==> config.mk <==
export PLATFORM = sky130hd
export DESIGN_NAME = ofl_offset_loader
export DESIGN_NICKNAME = d
export VERILOG_FILES = /design/src/rtl/ofl_pkg.sv /design/src/rtl/ofl_mode_latch.sv /design/src/rtl/ofl_serial_ctl.sv /design/src/rtl/ofl_par_ctl.sv /design/src/rtl/ofl_offset_loader.sv
export SDC_FILE = /design/constraint.sdc
export NUM_CORES = 1
export LEC_CHECK = 0
export CELL_PAD_IN_SITES_DETAIL_PLACEMENT = 2
export CELL_PAD_IN_SITES_GLOBAL_PLACEMENT = 2
export CORE_MARGIN = 5
export CORE_UTILIZATION = 35
export CTS_CLUSTER_DIAMETER = 120
export DETAILED_ROUTE_END_ITERATION = 10
export HOLD_SLACK_MARGIN = 0.15
export PLACE_DENSITY = 0.92
export SYNTH_ARGS = -nofsm -noshare
export SYNTH_HDL_FRONTEND = slang
export SYNTH_HIERARCHICAL = 1
export SYNTH_SLANG_ARGS = --single-unit
==> constraint.sdc <==
create_clock -name clk -period 5.16 [get_ports clk]
set_clock_uncertainty 0.1 [all_clocks]
set_input_delay 0.516 -clock clk [delete_from_list [all_inputs] [get_ports clk]]
set_output_delay 0.516 -clock clk [all_outputs]
set_load 0.05 [all_outputs]
==> src/rtl/ofl_pkg.sv <==
package ofl_pkg;

  // number of offset registers (two FIFOs, one X and one Y each)
  localparam int OFL_NREG = 4;

  typedef enum logic [1:0] {
    OFL_PRESET   = 2'd0,
    OFL_PARALLEL = 2'd1,
    OFL_SERIAL   = 2'd2
  } ofl_mode_e;

  function automatic ofl_mode_e mode_of(input logic [2:0] code);
    case (code)
      3'd5:    return OFL_PARALLEL;
      3'd6:    return OFL_SERIAL;
      default: return OFL_PRESET;
    endcase
  endfunction

  function automatic int unsigned preset_of(input logic [2:0] code);
    case (code)
      3'd0:    return 8;
      3'd1:    return 16;
      3'd2:    return 64;
      3'd3:    return 256;
      3'd4:    return 1024;
      default: return 8;
    endcase
  endfunction

endpackage

==> src/rtl/ofl_mode_latch.sv <==
module ofl_mode_latch #(
  parameter int OFS_W = 16
) (
  input  logic                clk,
  input  logic                rst,
  input  logic [2:0]          sel,
  output ofl_pkg::ofl_mode_e  mode,
  output logic [OFS_W-1:0]    preset
);
  // sampled on every reset edge; the last one before release sticks
  always_ff @(posedge clk) begin
    if (rst) begin
      mode   <= ofl_pkg::mode_of(sel);
      preset <= OFS_W'(ofl_pkg::preset_of(sel));
    end
  end
endmodule

==> src/rtl/ofl_serial_ctl.sv <==
module ofl_serial_ctl #(
  parameter int OFS_W = 16
) (
  input  logic clk,
  input  logic rst,
  input  logic arm,
  input  logic sen_n,
  output logic shift_en,
  output logic last
);
  localparam int NBITS = ofl_pkg::OFL_NREG * OFS_W;
  localparam int CW    = $clog2(NBITS);

  logic [CW-1:0] cnt_q;

  assign shift_en = arm && !sen_n;
  assign last     = shift_en && (cnt_q == CW'(NBITS - 1));

  always_ff @(posedge clk) begin
    if (rst)           cnt_q <= '0;
    else if (shift_en) cnt_q <= cnt_q + 1'b1;
  end
endmodule

==> src/rtl/ofl_par_ctl.sv <==
module ofl_par_ctl (
  input  logic                          clk,
  input  logic                          rst,
  input  logic                          arm,
  input  logic                          wr_en,
  output logic [ofl_pkg::OFL_NREG-1:0]  slot_we,
  output logic                          last
);
  localparam int NREG = ofl_pkg::OFL_NREG;
  localparam int SW   = $clog2(NREG);

  logic [SW-1:0] slot_q;
  logic          fire;

  assign fire = arm && wr_en;
  assign last = fire && (slot_q == SW'(NREG - 1));

  for (genvar g = 0; g < NREG; g++) begin : g_we
    assign slot_we[g] = fire && (slot_q == SW'(g));
  end

  always_ff @(posedge clk) begin
    if (rst)       slot_q <= '0;
    else if (fire) slot_q <= slot_q + 1'b1;
  end
endmodule

==> src/rtl/ofl_offset_loader.sv <==
module ofl_offset_loader #(
  parameter int OFS_W = 16
) (
  input  logic             clk,
  input  logic             rst,
  input  logic [2:0]       sel,
  input  logic             wr_en,
  input  logic [OFS_W-1:0] wr_data,
  output logic [OFS_W-1:0] y1_ofs,
  output logic [OFS_W-1:0] x1_ofs,
  output logic [OFS_W-1:0] y2_ofs,
  output logic [OFS_W-1:0] x2_ofs,
  output logic             prog_done
);
  import ofl_pkg::*;

  localparam int NREG = OFL_NREG;
  localparam int TW   = NREG * OFS_W;

  ofl_mode_e          mode_q;
  logic [OFS_W-1:0]   preset_w;
  logic [TW-1:0]      chain_q;   // slot 0 (y1) sits at the top
  logic               done_q;
  logic               ser_shift, ser_last, par_last, preset_go;
  logic [NREG-1:0]    slot_we;

  ofl_mode_latch #(.OFS_W(OFS_W)) u_mode (
    .clk(clk), .rst(rst), .sel(sel), .mode(mode_q), .preset(preset_w)
  );

  ofl_serial_ctl #(.OFS_W(OFS_W)) u_ser (
    .clk(clk), .rst(rst),
    .arm(!done_q && mode_q == OFL_SERIAL),
    .sen_n(sel[1]), .shift_en(ser_shift), .last(ser_last)
  );

  ofl_par_ctl u_par (
    .clk(clk), .rst(rst),
    .arm(!done_q && mode_q == OFL_PARALLEL),
    .wr_en(wr_en), .slot_we(slot_we), .last(par_last)
  );

  assign preset_go = !done_q && mode_q == OFL_PRESET;

  always_ff @(posedge clk) begin
    if (rst) begin
      chain_q <= '0;
      done_q  <= 1'b0;
    end else begin
      if (preset_go) begin
        chain_q <= {NREG{preset_w}};
      end else if (ser_shift) begin
        chain_q <= {chain_q[TW-2:0], sel[0]};
      end else begin
        for (int i = 0; i < NREG; i++)
          if (slot_we[i]) chain_q[(NREG-1-i)*OFS_W +: OFS_W] <= wr_data;
      end
      if (preset_go || ser_last || par_last) done_q <= 1'b1;
    end
  end

  logic [OFS_W-1:0] slot_v [NREG];
  for (genvar g = 0; g < NREG; g++) begin : g_slot
    assign slot_v[g] = chain_q[(NREG-1-g)*OFS_W +: OFS_W];
  end

  assign y1_ofs    = slot_v[0];
  assign x1_ofs    = slot_v[1];
  assign y2_ofs    = slot_v[2];
  assign x2_ofs    = slot_v[3];
  assign prog_done = done_q;
endmodule

* Yosys cells after proc, flatten, opt, wreduce, memory -nomap -nowiden
Index checks and enable logic that the tools add are counted.
** Storage, ports and cells
- Flip-flop bits (word level) :: 91
- Input port bits :: 22
- Output and inout port bits :: 65
- Word-level logic and storage cells :: 51
** Cells by class
- Add/subtract/negate cells :: 2
- Equal/unequal tests :: 12
- Muxes and demuxes :: 8
- Reduce and logical (&&, ||, !) cells :: 20
** Operators with widths (count)
- $mux W64 :: 2
- $mux W16 :: 4
- $pmux W11 S4 :: 1
- $reduce_bool A3 Y1 :: 4
- $logic_and A1 B1 Y1 :: 10
- $eq A3 B3 Y1 const B :: 3
- $add A6 B1 Y6 const B :: 1
- $eq A2 B2 Y1 const B :: 3
- $eq A3 B2 Y1 const B :: 2
- $eq A6 B6 Y1 const B :: 1
- $eq A2 B1 Y1 const B :: 2
- $logic_not A2 Y1 :: 2
- $pmux W2 S2 :: 1
- $eq A3 B1 Y1 const B :: 1
- $add A2 B1 Y2 const B :: 1
- $logic_not A1 Y1 :: 2
- $logic_or A1 B1 Y1 :: 2

* Longest topological paths before layout
- Depth in word-level cells :: 7
- Depth in mapped cells :: 9
- Depth with buffers taken out :: 6

* Hierarchy
Netlist, hierarchy kept.
** By module, submodules not included
- ofl_offset_loader :: instances 1, cells each 319, area an instance 3362.0 µm², seq. area each 1301.2 µm²
- ofl_mode_latch :: instances 1, cells each 28, area an instance 359.1 µm², seq. area each 210.2 µm²
- ofl_serial_ctl :: instances 1, cells each 32, area an instance 314.1 µm², seq. area each 120.1 µm²
- ofl_par_ctl :: instances 1, cells each 19, area an instance 185.2 µm², seq. area each 40.0 µm²

* Worst setup path before layout
Ideal clock, no wire load.
- Path kind :: register to register
- From :: register done_q, in the netlist prog_done
- To :: register chain_q[10]
- Library setup time :: 117 ps
- Data arrival time :: 2190 ps
- Data required time :: 4943 ps
- Path slack :: 2752 ps
- Stages on the path, launching flop included :: 10
- Buffers on the path :: 4
- Period minus slack after synthesis :: 2408 ps
- Path through :: dfxtp_1 nor3b_1 nor2b_4 buf_6 buf_4 buf_4 buf_2 mux2i_1 nand2_1 a32o_2
** Between the ends
- Cells in the longest elaborated chain, start to end :: 5
- Elaborated cells between the ends (all ways) :: 10
- Classes of those cells :: mux (2); reduce/logical (8)
** RTL lines
- start: declaration :: line ofl_offset_loader.sv:23 : logic done_q;
- start signal: assignment :: line ofl_offset_loader.sv:48 : done_q <= 1'b0;
- start signal: assignment :: line ofl_offset_loader.sv:58 : if (preset_go || ser_last || par_last) done_q <= 1'b1;
- $logic_not A1 Y1 * :: line ofl_offset_loader.sv:33 : .arm(!done_q && mode_q == OFL_SERIAL),
- $logic_and A1 B1 Y1 * :: line ofl_offset_loader.sv:33
- $logic_and A1 B1 Y1 * :: line ofl_serial_ctl.sv:16 : assign shift_en = arm && !sen_n;
- net ser_shift :: line ofl_offset_loader.sv:24 : logic ser_shift, ser_last, par_last, preset_go;
- $mux W64 :: line ofl_offset_loader.sv:52 : end else if (ser_shift) begin
- $mux W64 :: line ofl_offset_loader.sv:50 : if (preset_go) begin
- end signal: assignment :: line ofl_offset_loader.sv:51 : chain_q <= {NREG{preset_w}};
- end signal: assignment :: line ofl_offset_loader.sv:53 : chain_q <= {chain_q[TW-2:0], sel[0]};
- end signal: indexed assignment :: line ofl_offset_loader.sv:56 : if (slot_we[i]) chain_q[(NREG-1-i)*OFS_W +: OFS_W] <= wr_data;
- end: declaration :: line ofl_offset_loader.sv:22 : logic [TW-1:0] chain_q;
Mark *: on every way through the listed nets, which the timed path passes. The rest lies on a longest branch.
A chain may end at the register's enable or synchronous reset.

* Final worst setup path
- From :: register u_mode.mode[0]
- To :: register chain_q[17]
** Between the ends
- Cells in the longest elaborated chain, start to end :: 5
- Elaborated cells between the ends (all ways) :: 12
- Classes of those cells :: eq/ne (2); mux (2); reduce/logical (8)
** RTL lines
- start: declaration :: line ofl_mode_latch.sv:7 : output ofl_pkg::ofl_mode_e mode,
- start signal: assignment :: line ofl_mode_latch.sv:13 : mode <= ofl_pkg::mode_of(sel);
- $eq A2 B2 Y1 * :: line ofl_offset_loader.sv:33
- $logic_and A1 B1 Y1 * :: line ofl_offset_loader.sv:33
- $logic_and A1 B1 Y1 * :: line ofl_serial_ctl.sv:16
- net ser_shift :: line ofl_offset_loader.sv:24
- $mux W64 :: line ofl_offset_loader.sv:52
- $mux W64 :: line ofl_offset_loader.sv:50
Marks and branches as above.

==> flow_summary_export.csv <==
group,metric,value,unit
clocking,worstSkewPairLatency,0.33,ns
clocking,cts_tree,"built",
clocking,cts_resized,0,
timing,hold_violations,0,
critical_path,cp-startpoint,"u_mode/mode[0]",
power,p_leak,0.00209,uW
min_path,hp-class,"reg2reg",
timing,fin_setup_tns,0,ns
clocking,holdBufCountCts,0,
global_route,grt_max_degree,69,
drt,vias,3581,
synth,synth_edf_count,7,
clocking,cts_made_buffers,9,
drt,drt-initial-drc-count,225,
floorplan,ios,87,
placement,dpl.hpwl,9.74,mm
critical_path,crit_path_start_kind,"flip-flop",
synth,ys_ff_latch,80,
critical_path,worstPathRequired,5.28,ns
timing,hold_ws,0.402,ns
finish,final_common_cell,"clkdlybuf4s50_1",
drt,drc,0,
global_route,grt_antenna_before_repair,1,
finish,drive_above_1_share,14.5,%
power,pwr-share-seq,37.3,%
floorplan,die_w,120,um
synth,syn_area,4220,um^2
timing,worstMarginPinSlew,1.27,ns
floorplan,core,11900,um^2
timing,max_freq,318,MHz
critical_path,cp_max_fo,26,
global_route,gr-total-overflow,0,
clocking,cts.path.max_buffers,2,
synth,synthArstFlopShare,0,%
critical_path,rrSetupSlack,2.01,ns
timing,period_needed,3.15,ns
synth,yosysSeqAreaShare,39.6,%
power,p_switching,686,uW
synth,ys.flop_type,"dfxtp_1",
finish,multiInputGateArea,2250,um^2
floorplan,dieArea,14400,um^2
critical_path,worst_ep_arrival_time,3.26,ns
drt,viasPerCell,5.73,
timing,post-route-period-util,61.0,%
critical_path,crit_chain,"nor3b_1, nor2b_4, buf_4, mux2i_1, nand2_1, a32o_1",
critical_path,reg2reg_from,"u_mode/mode[0]",
finish,syn2layout_area_growth,27.0,%
clocking,h-tree-depth,3,
synth,syn-instance-count,398,
power,vdd.ir_drop.worst,0.131,mV
drt,drtAntennaViolNets,0,
synth,synthDistinctLibCells,39,
timing,drv_slew,0,
finish,fillers,1245,
synth,syn_avg_cell_area,10.6,um^2
finish,seq_area,1670,um^2
clocking,clkTransAtPathRegs,0.06,ns
global_route,grt_pass1_wl,23.6,mm
clocking,root_buffer,"clkbuf_16",
critical_path,end_kind,"flip-flop",
finish,nNetsFinal,499,
floorplan,start_util,35.4,%
global_route,grt_pass1_vias,4012,
global_route,grtUsageTotal,21.1,%
power,combPwrFrac,27.0,%
timing,setup_violations,0,
finish,mostFrequentLayoutCells,"clkdlybuf4s50_1, dfxtp_1, nand2_1",
timing,rsz0062_at_grt,"no",
drt,drt-total-wl,15.2,mm
floorplan,die_y,120,um
power,p_sw_share,34.5,%
critical_path,crit_type,"reg2reg",
critical_path,crit_slowest_cell,"nor2b_4",
synth,yosysWarnings,6,
critical_path,slowest_delay,0.84,ns
timing,timing.slew.headroom,14.5,%
power,power.internal,1300,uW
power,p_per_area,371,nW/um^2
flow_run,cap_violations,0,
clocking,cts_setup_buffers,0,
run_status,status,"finished clean",
clocking,clock_sinks,80,
min_path,hold_start,"chain_q[63]",
placement,portBuffers,86,
power,clkPwrFrac,35.6,%
placement,place_congestion,0.766,
floorplan,num_rows,40,
drt,wl_per_cell,24.4,um
drt,dr.pass1.iters,4,
area by class of cell:
cell class              count  area share, %
clock buffers               9           4.20
repair buffers             94           17.2
well taps                 147           3.43
clock inverters             7           1.87
flip-flops and latches     80           31.2
multi-input cells         285           41.9
diodes                      1         0.0467
inverters                   2          0.140
per-stage QoR:
stage	cell area, um^2	worst slack [ns]	utilization, %	power (uW)	cells
CTS	5360	2.02	45.0	2000	624
global route	5360	1.84	45.0	2060	625
global placement	5030	2.00	42.2	1260	608
floorplan	4260	2.75	-	1100	408
detailed placement	5030	1.84	42.2	1280	608
finish	5360	2.01	45.0	1990	625
layer usage:
layer,vias to the layer above,wire (um),GRT usage (%),share of wire (%)
met5,-,0,0,0
met2,100,7800,37.8,51
li1,1615,-,-,-
met4,0,241,5.94,1.6
met1,1845,6540,25.7,43
met3,21,658,4.05,4.3
cells by family (layout without fill, tap and decap cells):
group / after synthesis / after routing / share of synthesized area (%)
xor+xnor: 3 / 3 / 0.623
other cells: 1 / 12 / 0.0889
simple gates: 128 / 128 / 15.9
mux: 69 / 69 / 16.7
fa+ha+maj: 5 / 5 / 1.48
compound gates: 69 / 69 / 17.6
flops: 80 / 80 / 39.6
buf+inv: 43 / 112 / 8.06
synth_stat cells, types with 5 or more instances:
cell / number / area (um^2)
buf_2: 8 / 40.0
and3_2: 5 / 37.5
buf_4: 17 / 128
buf_6: 14 / 158
a32o_1: 42 / 420
dfxtp_1: 73 / 1460
mux2i_1: 65 / 651
edfxtp_1: 7 / 210
nor3b_1: 5 / 37.5
nand2_1: 66 / 248
nand2b_1: 16 / 100
a32o_2: 22 / 248
ha_1: 5 / 62.6
nor2_1: 16 / 60.1
state kept, by name, indices dropped and copies added, names as in the netlist:
register	count
u_par/slot_q	2
prog_done	1
u_mode/mode	2
chain_q	64
u_ser/cnt_q	6
u_mode/preset	5
critical path, delay by kind of cell (launching register included):
kind | cells | cell delay, ns
AOI/OAI and AO/OA | 1 | 0.35
muxes | 1 | 0.26
DFF | 1 | 0.44
and+or+nand+nor | 3 | 1.31
buffers and inverters | 1 | 0.55
worst paths after layout:
check | to | depth (start not counted)
worst max-delay path | chain_q[17] | 6
worst min-delay path | chain_q[63] | 1
worst max register to register | chain_q[17] | 6
worst min register to register | chain_q[63] | 1
power groups by stage:
stage / sequential (uW) / clock, uW / combinational (uW)
after floorplan: 905 / 0 / 196
after global placement: 748 / 0 / 507
after detailed placement: 752 / 0 / 526
after CTS: 740 / 720 / 539
after global routing: 746 / 751 / 562
final: 742 / 708 / 537
(Power assumes the default switching activity.)
